`src/rtl/nyb_pkg.sv`:
```
package nyb_pkg;
  localparam int NYB_W = 4;
  localparam int BL_W  = 4;
  localparam int BM_W  = 2;

  typedef logic [NYB_W-1:0] nyb_t;

  typedef enum logic [5:0] {
    OP_NOP, OP_ADI, OP_SKAI, OP_LBLI, OP_LDI, OP_LD, OP_XCH, OP_XI, OP_XD,
    OP_NEGA, OP_OUT, OP_OUT0, OP_SC, OP_RC, OP_ST, OP_RIT, OP_RITSK, OP_LI,
    OP_COMA, OP_IN, OP_XAL, OP_LXA, OP_XAX, OP_SKM, OP_SKA, OP_RM, OP_SM,
    OP_AD, OP_ADC, OP_ADCSK, OP_LBMI, OP_TL, OP_TML, OP_T
  } op_e;

  typedef enum logic [2:0] {
    SEQ_NONE = 3'd0, SEQ_JMPL = 3'd1, SEQ_CALL = 3'd2,
    SEQ_JMPS = 3'd3, SEQ_RET = 3'd4, SEQ_RETSK = 3'd5
  } seq_e;

  typedef struct packed {
    op_e  op;
    nyb_t imm;
  } dec_t;

  // sum with carry-out in the top bit
  function automatic logic [NYB_W:0] add_nyb(nyb_t a, nyb_t b, logic cin);
    return {1'b0, a} + {1'b0, b} + {{NYB_W{1'b0}}, cin};
  endfunction

  // pointer step: {wrapped, next}
  function automatic logic [BL_W:0] step_ptr(logic [BL_W-1:0] v, logic down);
    logic wrap;
    logic [BL_W-1:0] nxt;
    if (down) begin
      wrap = (v == '0);
      nxt  = v - 1'b1;
    end else begin
      wrap = (v == '1);
      nxt  = v + 1'b1;
    end
    return {wrap, nxt};
  endfunction

  function automatic nyb_t neg_nyb(nyb_t a);
    return (~a) + 1'b1;
  endfunction

  function automatic nyb_t bit_mask(logic [1:0] idx);
    return nyb_t'(1) << idx;
  endfunction
endpackage

```
`src/rtl/nyb_decode.sv`:
```
module nyb_decode
  import nyb_pkg::*;
(
  input  logic [7:0] instr,
  output dec_t       dec
);
  always_comb begin
    dec.imm = instr[3:0];
    dec.op  = OP_NOP;
    casez (instr)
      8'b0000_????: dec.op = OP_ADI;
      8'b0001_????: dec.op = OP_SKAI;
      8'b0010_????: dec.op = OP_LBLI;
      8'b0011_????: dec.op = OP_LDI;
      8'h40:        dec.op = OP_LD;
      8'h41:        dec.op = OP_XCH;
      8'h42:        dec.op = OP_XI;
      8'h43:        dec.op = OP_XD;
      8'h44:        dec.op = OP_NEGA;
      8'h46:        dec.op = OP_OUT;
      8'h47:        dec.op = OP_OUT0;
      8'h48:        dec.op = OP_SC;
      8'h49:        dec.op = OP_RC;
      8'h4A:        dec.op = OP_ST;
      8'h4C:        dec.op = OP_RIT;
      8'h4D:        dec.op = OP_RITSK;
      8'h52:        dec.op = OP_LI;
      8'h54:        dec.op = OP_COMA;
      8'h55:        dec.op = OP_IN;
      8'h57:        dec.op = OP_XAL;
      8'h5C:        dec.op = OP_LXA;
      8'h5D:        dec.op = OP_XAX;
      8'b0110_00??: dec.op = OP_SKM;
      8'b0110_01??: dec.op = OP_SKA;
      8'b0110_10??: dec.op = OP_RM;
      8'b0110_11??: dec.op = OP_SM;
      8'h70:        dec.op = OP_AD;
      8'h72:        dec.op = OP_ADC;
      8'h73:        dec.op = OP_ADCSK;
      8'b0111_01??: dec.op = OP_LBMI;
      8'b0111_10??: dec.op = OP_TL;
      8'b0111_11??: dec.op = OP_TML;
      8'b1???_????: dec.op = OP_T;
      default:      dec.op = OP_NOP;
    endcase
  end
endmodule

```
`src/rtl/nyb_ram.sv`:
```
module nyb_ram #(
  parameter int DATA_W = 4,
  parameter int ADDR_W = 5
) (
  input  logic              clk,
  input  logic              rst_n,
  input  logic              we,
  input  logic [ADDR_W-1:0] addr,
  input  logic [DATA_W-1:0] wd,
  output logic [DATA_W-1:0] rd
);
  localparam int DEPTH = 1 << ADDR_W;

  logic [DATA_W-1:0] mem [DEPTH];

  always_ff @(posedge clk) begin
    if (!rst_n) begin
      for (int i = 0; i < DEPTH; i++) mem[i] <= '0;
    end else if (we) begin
      mem[addr] <= wd;
    end
  end

  assign rd = mem[addr];
endmodule

```
`src/rtl/nyb_alu.sv`:
```
module nyb_alu
  import nyb_pkg::*;
(
  input  dec_t            dec,
  input  nyb_t            a,
  input  nyb_t            x,
  input  logic [BL_W-1:0] bl,
  input  logic [BM_W-1:0] bm,
  input  logic            c,
  input  nyb_t            m,
  input  nyb_t            pin,
  output nyb_t            a_n,
  output nyb_t            x_n,
  output logic [BL_W-1:0] bl_n,
  output logic [BM_W-1:0] bm_n,
  output logic            c_n,
  output logic            m_we,
  output nyb_t            m_wd,
  output logic            skip_n,
  output logic            port_wr,
  output nyb_t            port_wd,
  output seq_e            seq
);
  logic [NYB_W:0] sum;
  logic [BL_W:0]  stp;

  always_comb begin
    a_n = a; x_n = x; bl_n = bl; bm_n = bm; c_n = c;
    m_we = 1'b0; m_wd = m; skip_n = 1'b0;
    port_wr = 1'b0; port_wd = '0; seq = SEQ_NONE;
    sum = '0; stp = '0;
    case (dec.op)
      OP_ADI: begin
        sum = add_nyb(a, dec.imm, 1'b0);
        a_n = sum[NYB_W-1:0];
        skip_n = sum[NYB_W];
      end
      OP_SKAI: skip_n = (a == dec.imm);
      OP_LBLI: bl_n = dec.imm;
      OP_LDI:  a_n = dec.imm;
      OP_LD:   a_n = m;
      OP_XCH: begin
        a_n = m; m_we = 1'b1; m_wd = a;
      end
      OP_XI, OP_XD: begin
        a_n = m; m_we = 1'b1; m_wd = a;
        stp = step_ptr(bl, dec.op == OP_XD);
        bl_n = stp[BL_W-1:0];
        skip_n = stp[BL_W];
      end
      OP_LI: begin
        a_n = m;
        stp = step_ptr(bl, 1'b0);
        bl_n = stp[BL_W-1:0];
        skip_n = stp[BL_W];
      end
      OP_NEGA: a_n = neg_nyb(a);
      OP_COMA: a_n = ~a;
      OP_OUT: begin
        port_wr = 1'b1; port_wd = a;
      end
      OP_OUT0: port_wr = 1'b1;
      OP_SC: c_n = 1'b1;
      OP_RC: c_n = 1'b0;
      OP_ST: begin
        m_we = 1'b1; m_wd = a;
      end
      OP_RIT: seq = SEQ_RET;
      OP_RITSK: begin
        seq = SEQ_RETSK; skip_n = 1'b1;
      end
      OP_IN:  a_n = pin;
      OP_XAL: begin
        a_n = bl; bl_n = a;
      end
      OP_LXA: x_n = a;
      OP_XAX: begin
        a_n = x; x_n = a;
      end
      OP_SKM: skip_n = m[dec.imm[1:0]];
      OP_SKA: skip_n = a[dec.imm[1:0]];
      OP_RM: begin
        m_we = 1'b1; m_wd = m & ~bit_mask(dec.imm[1:0]);
      end
      OP_SM: begin
        m_we = 1'b1; m_wd = m | bit_mask(dec.imm[1:0]);
      end
      OP_AD: begin
        sum = add_nyb(a, m, 1'b0);
        a_n = sum[NYB_W-1:0];
      end
      OP_ADC, OP_ADCSK: begin
        sum = add_nyb(a, m, c);
        a_n = sum[NYB_W-1:0];
        c_n = sum[NYB_W];
        skip_n = (dec.op == OP_ADCSK) && sum[NYB_W];
      end
      OP_LBMI: bm_n = dec.imm[BM_W-1:0];
      OP_TL:   seq = SEQ_JMPL;
      OP_TML:  seq = SEQ_CALL;
      OP_T:    seq = SEQ_JMPS;
      default: ;
    endcase
  end
endmodule

```
`src/rtl/nyb_exec.sv`:
```
module nyb_exec
  import nyb_pkg::*;
#(
  parameter int RAM_AW = 5
) (
  input  logic       clk,
  input  logic       rst_n,
  input  logic       instr_valid,
  input  logic [7:0] instr,
  input  logic [3:0] port_rdata,
  output logic [3:0] port_num,
  output logic       port_wr,
  output logic [3:0] port_wdata,
  output logic       skip_pending,
  output logic [2:0] seq_kind,
  output logic [3:0] acc_o,
  output logic [3:0] x_o,
  output logic [5:0] b_o,
  output logic       carry_o
);
  localparam int RAM_HI = RAM_AW - BL_W;

  nyb_t            acc, xr;
  logic [BL_W-1:0] bl;
  logic [BM_W-1:0] bm;
  logic            cy, skip_q;

  dec_t            dec;
  nyb_t            a_n, x_n, m_rd, m_wd, p_wd;
  logic [BL_W-1:0] bl_n;
  logic [BM_W-1:0] bm_n;
  logic            c_n, m_we, skip_n, p_wr;
  seq_e            seq;

  // named event: this cycle executes (not idle, not skipped)
  logic exec_now;
  assign exec_now = instr_valid && !skip_q;

  nyb_decode u_dec (.instr(instr), .dec(dec));

  nyb_ram #(.DATA_W(NYB_W), .ADDR_W(RAM_AW)) u_ram (
    .clk(clk), .rst_n(rst_n), .we(exec_now && m_we),
    .addr({bm[RAM_HI-1:0], bl}), .wd(m_wd), .rd(m_rd)
  );

  nyb_alu u_alu (
    .dec(dec), .a(acc), .x(xr), .bl(bl), .bm(bm), .c(cy), .m(m_rd),
    .pin(port_rdata), .a_n(a_n), .x_n(x_n), .bl_n(bl_n), .bm_n(bm_n),
    .c_n(c_n), .m_we(m_we), .m_wd(m_wd), .skip_n(skip_n),
    .port_wr(p_wr), .port_wd(p_wd), .seq(seq)
  );

  always_ff @(posedge clk) begin
    if (!rst_n) begin
      acc <= '0; xr <= '0; bl <= '0; bm <= '0; cy <= 1'b0; skip_q <= 1'b0;
    end else if (instr_valid) begin
      if (skip_q) begin
        skip_q <= 1'b0;
      end else begin
        acc <= a_n; xr <= x_n; bl <= bl_n; bm <= bm_n; cy <= c_n;
        skip_q <= skip_n;
      end
    end
  end

  assign port_num     = bl;
  assign port_wr      = exec_now && p_wr;
  assign port_wdata   = p_wd;
  assign skip_pending = skip_q;
  assign seq_kind     = exec_now ? seq : SEQ_NONE;
  assign acc_o        = acc;
  assign x_o          = xr;
  assign b_o          = {bm, bl};
  assign carry_o      = cy;

  // immediate load lands in A
  a_r3_ldi_loads: assert property (@(posedge clk) disable iff (!rst_n)
    (exec_now && instr[7:4] == 4'h3) |=> (acc == $past(instr[3:0])));

  // a skipped slot freezes state and consumes the flag
  a_r11_skip_freezes: assert property (@(posedge clk) disable iff (!rst_n)
    (instr_valid && skip_q) |=> (!skip_q && $stable(acc) && $stable(xr)
                                 && $stable(bl) && $stable(bm) && $stable(cy)));

  // idle cycles hold the flag and the accumulator
  a_r11_idle_hold: assert property (@(posedge clk) disable iff (!rst_n)
    (!instr_valid) |=> ($stable(skip_q) && $stable(acc)));

  // incrementing exchange at BL=15 wraps and arms a skip
  a_r7_xi_wrap: assert property (@(posedge clk) disable iff (!rst_n)
    (exec_now && instr == 8'h42 && bl == 4'hF) |=> (skip_q && bl == 4'h0));

  // plain add keeps the carry
  a_r4_ad_keeps_carry: assert property (@(posedge clk) disable iff (!rst_n)
    (exec_now && instr == 8'h70) |=> $stable(cy));

  // zero output writes zero
  a_r9_out0_zero: assert property (@(posedge clk) disable iff (!rst_n)
    (port_wr && instr == 8'h47) |-> (port_wdata == 4'h0));
endmodule

```
`config.mk`:
```
export PLATFORM = sky130hd
export DESIGN_NAME = nyb_exec
export DESIGN_NICKNAME = d
export VERILOG_FILES = /design/src/rtl/nyb_pkg.sv /design/src/rtl/nyb_decode.sv /design/src/rtl/nyb_ram.sv /design/src/rtl/nyb_alu.sv /design/src/rtl/nyb_exec.sv
export SDC_FILE = /design/constraint.sdc
export NUM_CORES = 1
export LEC_CHECK = 0
export CORE_UTILIZATION = 30
export CTS_CLUSTER_DIAMETER = 200
export DETAILED_ROUTE_END_ITERATION = 8
export DONT_BUFFER_PORTS = 1
export GPL_TIMING_DRIVEN = 0
export PLACE_DENSITY = 0.5
export SKIP_LAST_GASP = 1
export SYNTH_ARGS = -nofsm -noshare
export SYNTH_HDL_FRONTEND = slang
export SYNTH_SLANG_ARGS = --single-unit
export TNS_END_PERCENT = 100
```
`constraint.sdc`:
```
create_clock -name clk -period 10.9 [get_ports clk]
set_clock_uncertainty 0.1 [all_clocks]
set_input_delay 0.545 -clock clk [delete_from_list [all_inputs] [get_ports clk]]
set_output_delay 0.545 -clock clk [all_outputs]
set_load 0.005 [all_outputs]
```
==> impl_metrics.ini <==
[run_status]
status = complete, no violations

[placement]
portBuffers = 0
dp.cells = 1176
place_congestion = 0.888
dpl.hpwl_um = 19600
placed_area_mm2 = 0.00900

[cts]
cts_max_level = 4
post-cts-setup-buffer-count = 0
clk_latency_ns = 0.43
cts.sinks = 144
cts_tree = done
cts_buffer_depth = 2
cts_made_buffers = 17
post_cts_resized = 0
cts_root_buf = clkbuf_16
cts-hold-fix-buffers = 0
clk_pin_slew_ns = 0.07

[pwr]
powerDensity_mw_per_mm2 = 139
leakagePower_nw = 3.13
vdd_drop_max_v = 0.0000825

[timing]
slew-limit-headroom = 0.0880
rsz0062_at_grt = false
finalHoldViolations = 0
worst_pin_slew_ns = 1.37
slew_violations = 0
fin_crit_sh = 0.518
setup_viol = 0
fmax_ghz = 0.177
min_period_ns = 5.65
fin_tns_setup_ns = 0

[worst_setup_path]
crit_type = flop to flop
crit_start = port_num[0]
crit_path_max_fanout = 10
arrival_ns = 5.90
cp.required_ns = 11.15
r2r-start = port_num[0]
crit_path_end_kind = flop
worstSetupStartpointType = flop

[yosys]
netlist_area_mm2 = 0.00852
synthCells = 798
synth.area.mux_share = 0.107
synth.area.top_cells = edfxtp_1 45%, mux4_2 9.0%, nor2_1 7.2%, dfxtp_1 3.8%, nand3_1 2.6%
synth_top_family_by_area = simple AND/OR/NAND/NOR gates
yosys_warnings = 0
synth-async-reset-ratio = 0
synth_top_area_cell = edfxtp_1
yosysSeqAreaShare = 0.488
synth_xor_area_frac = 0.00925
synth_top_area_frac = 0.451
synth_simple_gate_area_frac = 0.200
synth_seq_cells = 144
synthTopCellsByCount = 163 x nor2_1, 128 x edfxtp_1, 44 x nand3_1
syn_area_per_cell_um2 = 10.7
syn_nets = 831
ys.flop_type = edfxtp_1
synth-compound-area-share = 0.120
yosysMostFrequentCell = nor2_1
synth_edf_count = 128
synthAdderAreaFrac = 0.0282
synth_cell_types = 72

[global_route]
antenna_found_initial = 2
track_usage = 0.191
grt_max_degree = 17
grt_overflow = 0
grt_first_pass_wirelength_um = 40700
first_global_vias = 6539

[layout]
register_area_mm2 = 0.00416
fin_area_mm2 = 0.00954
final_cells = 1209
multiInputGateArea_mm2 = 0.00396
fillCellCount = 2863
drive_gt1_frac = 0.148
syn_to_final_growth_pct = 11.9
final_core_util = 0.342
nNetsFinal = 850

[detailed_routing]
ant_nets = 0
post_drt_wl_per_cell_um = 22.3
firstDrtPassIters = 5
drt_iter0_drc = 739
drc_errors = 0
routed_via_density = 5.59
dr_total_vias = 6759
wirelength_um = 27000

[floorplan]
die_w_um = 171
core_area_mm2 = 0.0279
io_pins = 43
row_count = 61
start_util = 0.306
dieHeight_um = 171
dieArea_mm2 = 0.0291

[job]
cap_violations = 0

[worst_hold_path]
hp-start = rst_n
hold_path.class = primary input to flop
-- metal layers --
metal / wire [µm] / GRT usage
met1: 11500 / 0.258
met2: 12600 / 0.304
met3: 2140 / 0.0398
met4: 697 / 0.0623
met5: 10 / 0
-- path summary, 6_finish.rpt --
| kind | to | slack (ns) | cells past startpoint |
|---|---|---|---|
| min reg2reg | bm[1] | 0.42 | 2 |
| max | carry_o | 5.25 | 13 |
| max reg2reg | carry_o | 5.25 | 13 |
| min | skip_pending | 0.18 | 2 |
-- cell usage in the layout, fill, tap and decap left out, types with 16 or more instances in the layout --
| cell type | count |
|---|---|
| nand2_1 | 40 |
| ha_1 | 16 |
| edfxtp_1 | 128 |
| clkbuf_1 | 32 |
| o21ai_0 | 37 |
| nor2_1 | 163 |
| mux4_2 | 34 |
| a21oi_1 | 19 |
| a22oi_1 | 22 |
| clkbuf_16 | 17 |
| dfxtp_1 | 16 |
| nand3_1 | 44 |
| nor3_1 | 23 |
-- logic make-up (layout without fill, tap and decap cells) --
kind of cell    Yosys count  count (layout)
simple gates            352             352
other cells               0               1
flops                   144             144
mux                      48              48
buf+inv                  85             117
xor+xnor                  9               9
compound gates          142             142
fa+ha+maj                18              18
-- critical path: stages (launching register included) --
cell      delay (ns)
dfxtp_1         0.46
clkbuf_1        0.70
buf_1           0.69
mux4_2          0.63
a22oi_1         0.28
nand4_1         0.42
ha_1            0.38
fa_1            0.44
nor4bb_1        0.31
o21ai_0         0.15
xor2_1          0.31
nor2_1          0.07
or4_1           0.47
a21oi_1         0.15
-- flip-flops by register name, summed over array words and instances (netlist names) --
signal and cells:
carry_o 1, u_ram.mem 128, skip_pending 1, acc_o 4, x_o 4, port_num 4
bm 2
-- where the power goes --
group	switching, W	internal, W	leakage [nW]	total, W
logic	0.000105	0.0000500	1.43	0.000155
registers	0.00000976	0.000616	1.45	0.000626
clock network	0.000249	0.000292	0.255	0.000542
-- cell type report --
cell class              instances  area share
diodes                          1    0.000262
plain buffers                  69      0.0361
clock buffers                  17      0.0446
clock inverters                15      0.0113
inverters                      16     0.00630
multi-input cells             569       0.415
flip-flops and latches        144       0.437
well taps                     378      0.0496
-- through the flow --
| step | total power [W] | worst slack (ns) | hold WS [ns] |
|---|---|---|---|
| floorplan | 0.000738 | 6.78 | 0.379 |
| finish | 0.00132 | 5.25 | 0.176 |
| detailed placement | 0.000791 | 5.22 | 0.416 |
| global route | 0.00136 | 4.76 | 0.192 |
| global placement | 0.000791 | 5.24 | 0.413 |
| CTS | 0.00132 | 5.19 | 0.169 |
Note: power is estimated with default switching activity, not from simulation.
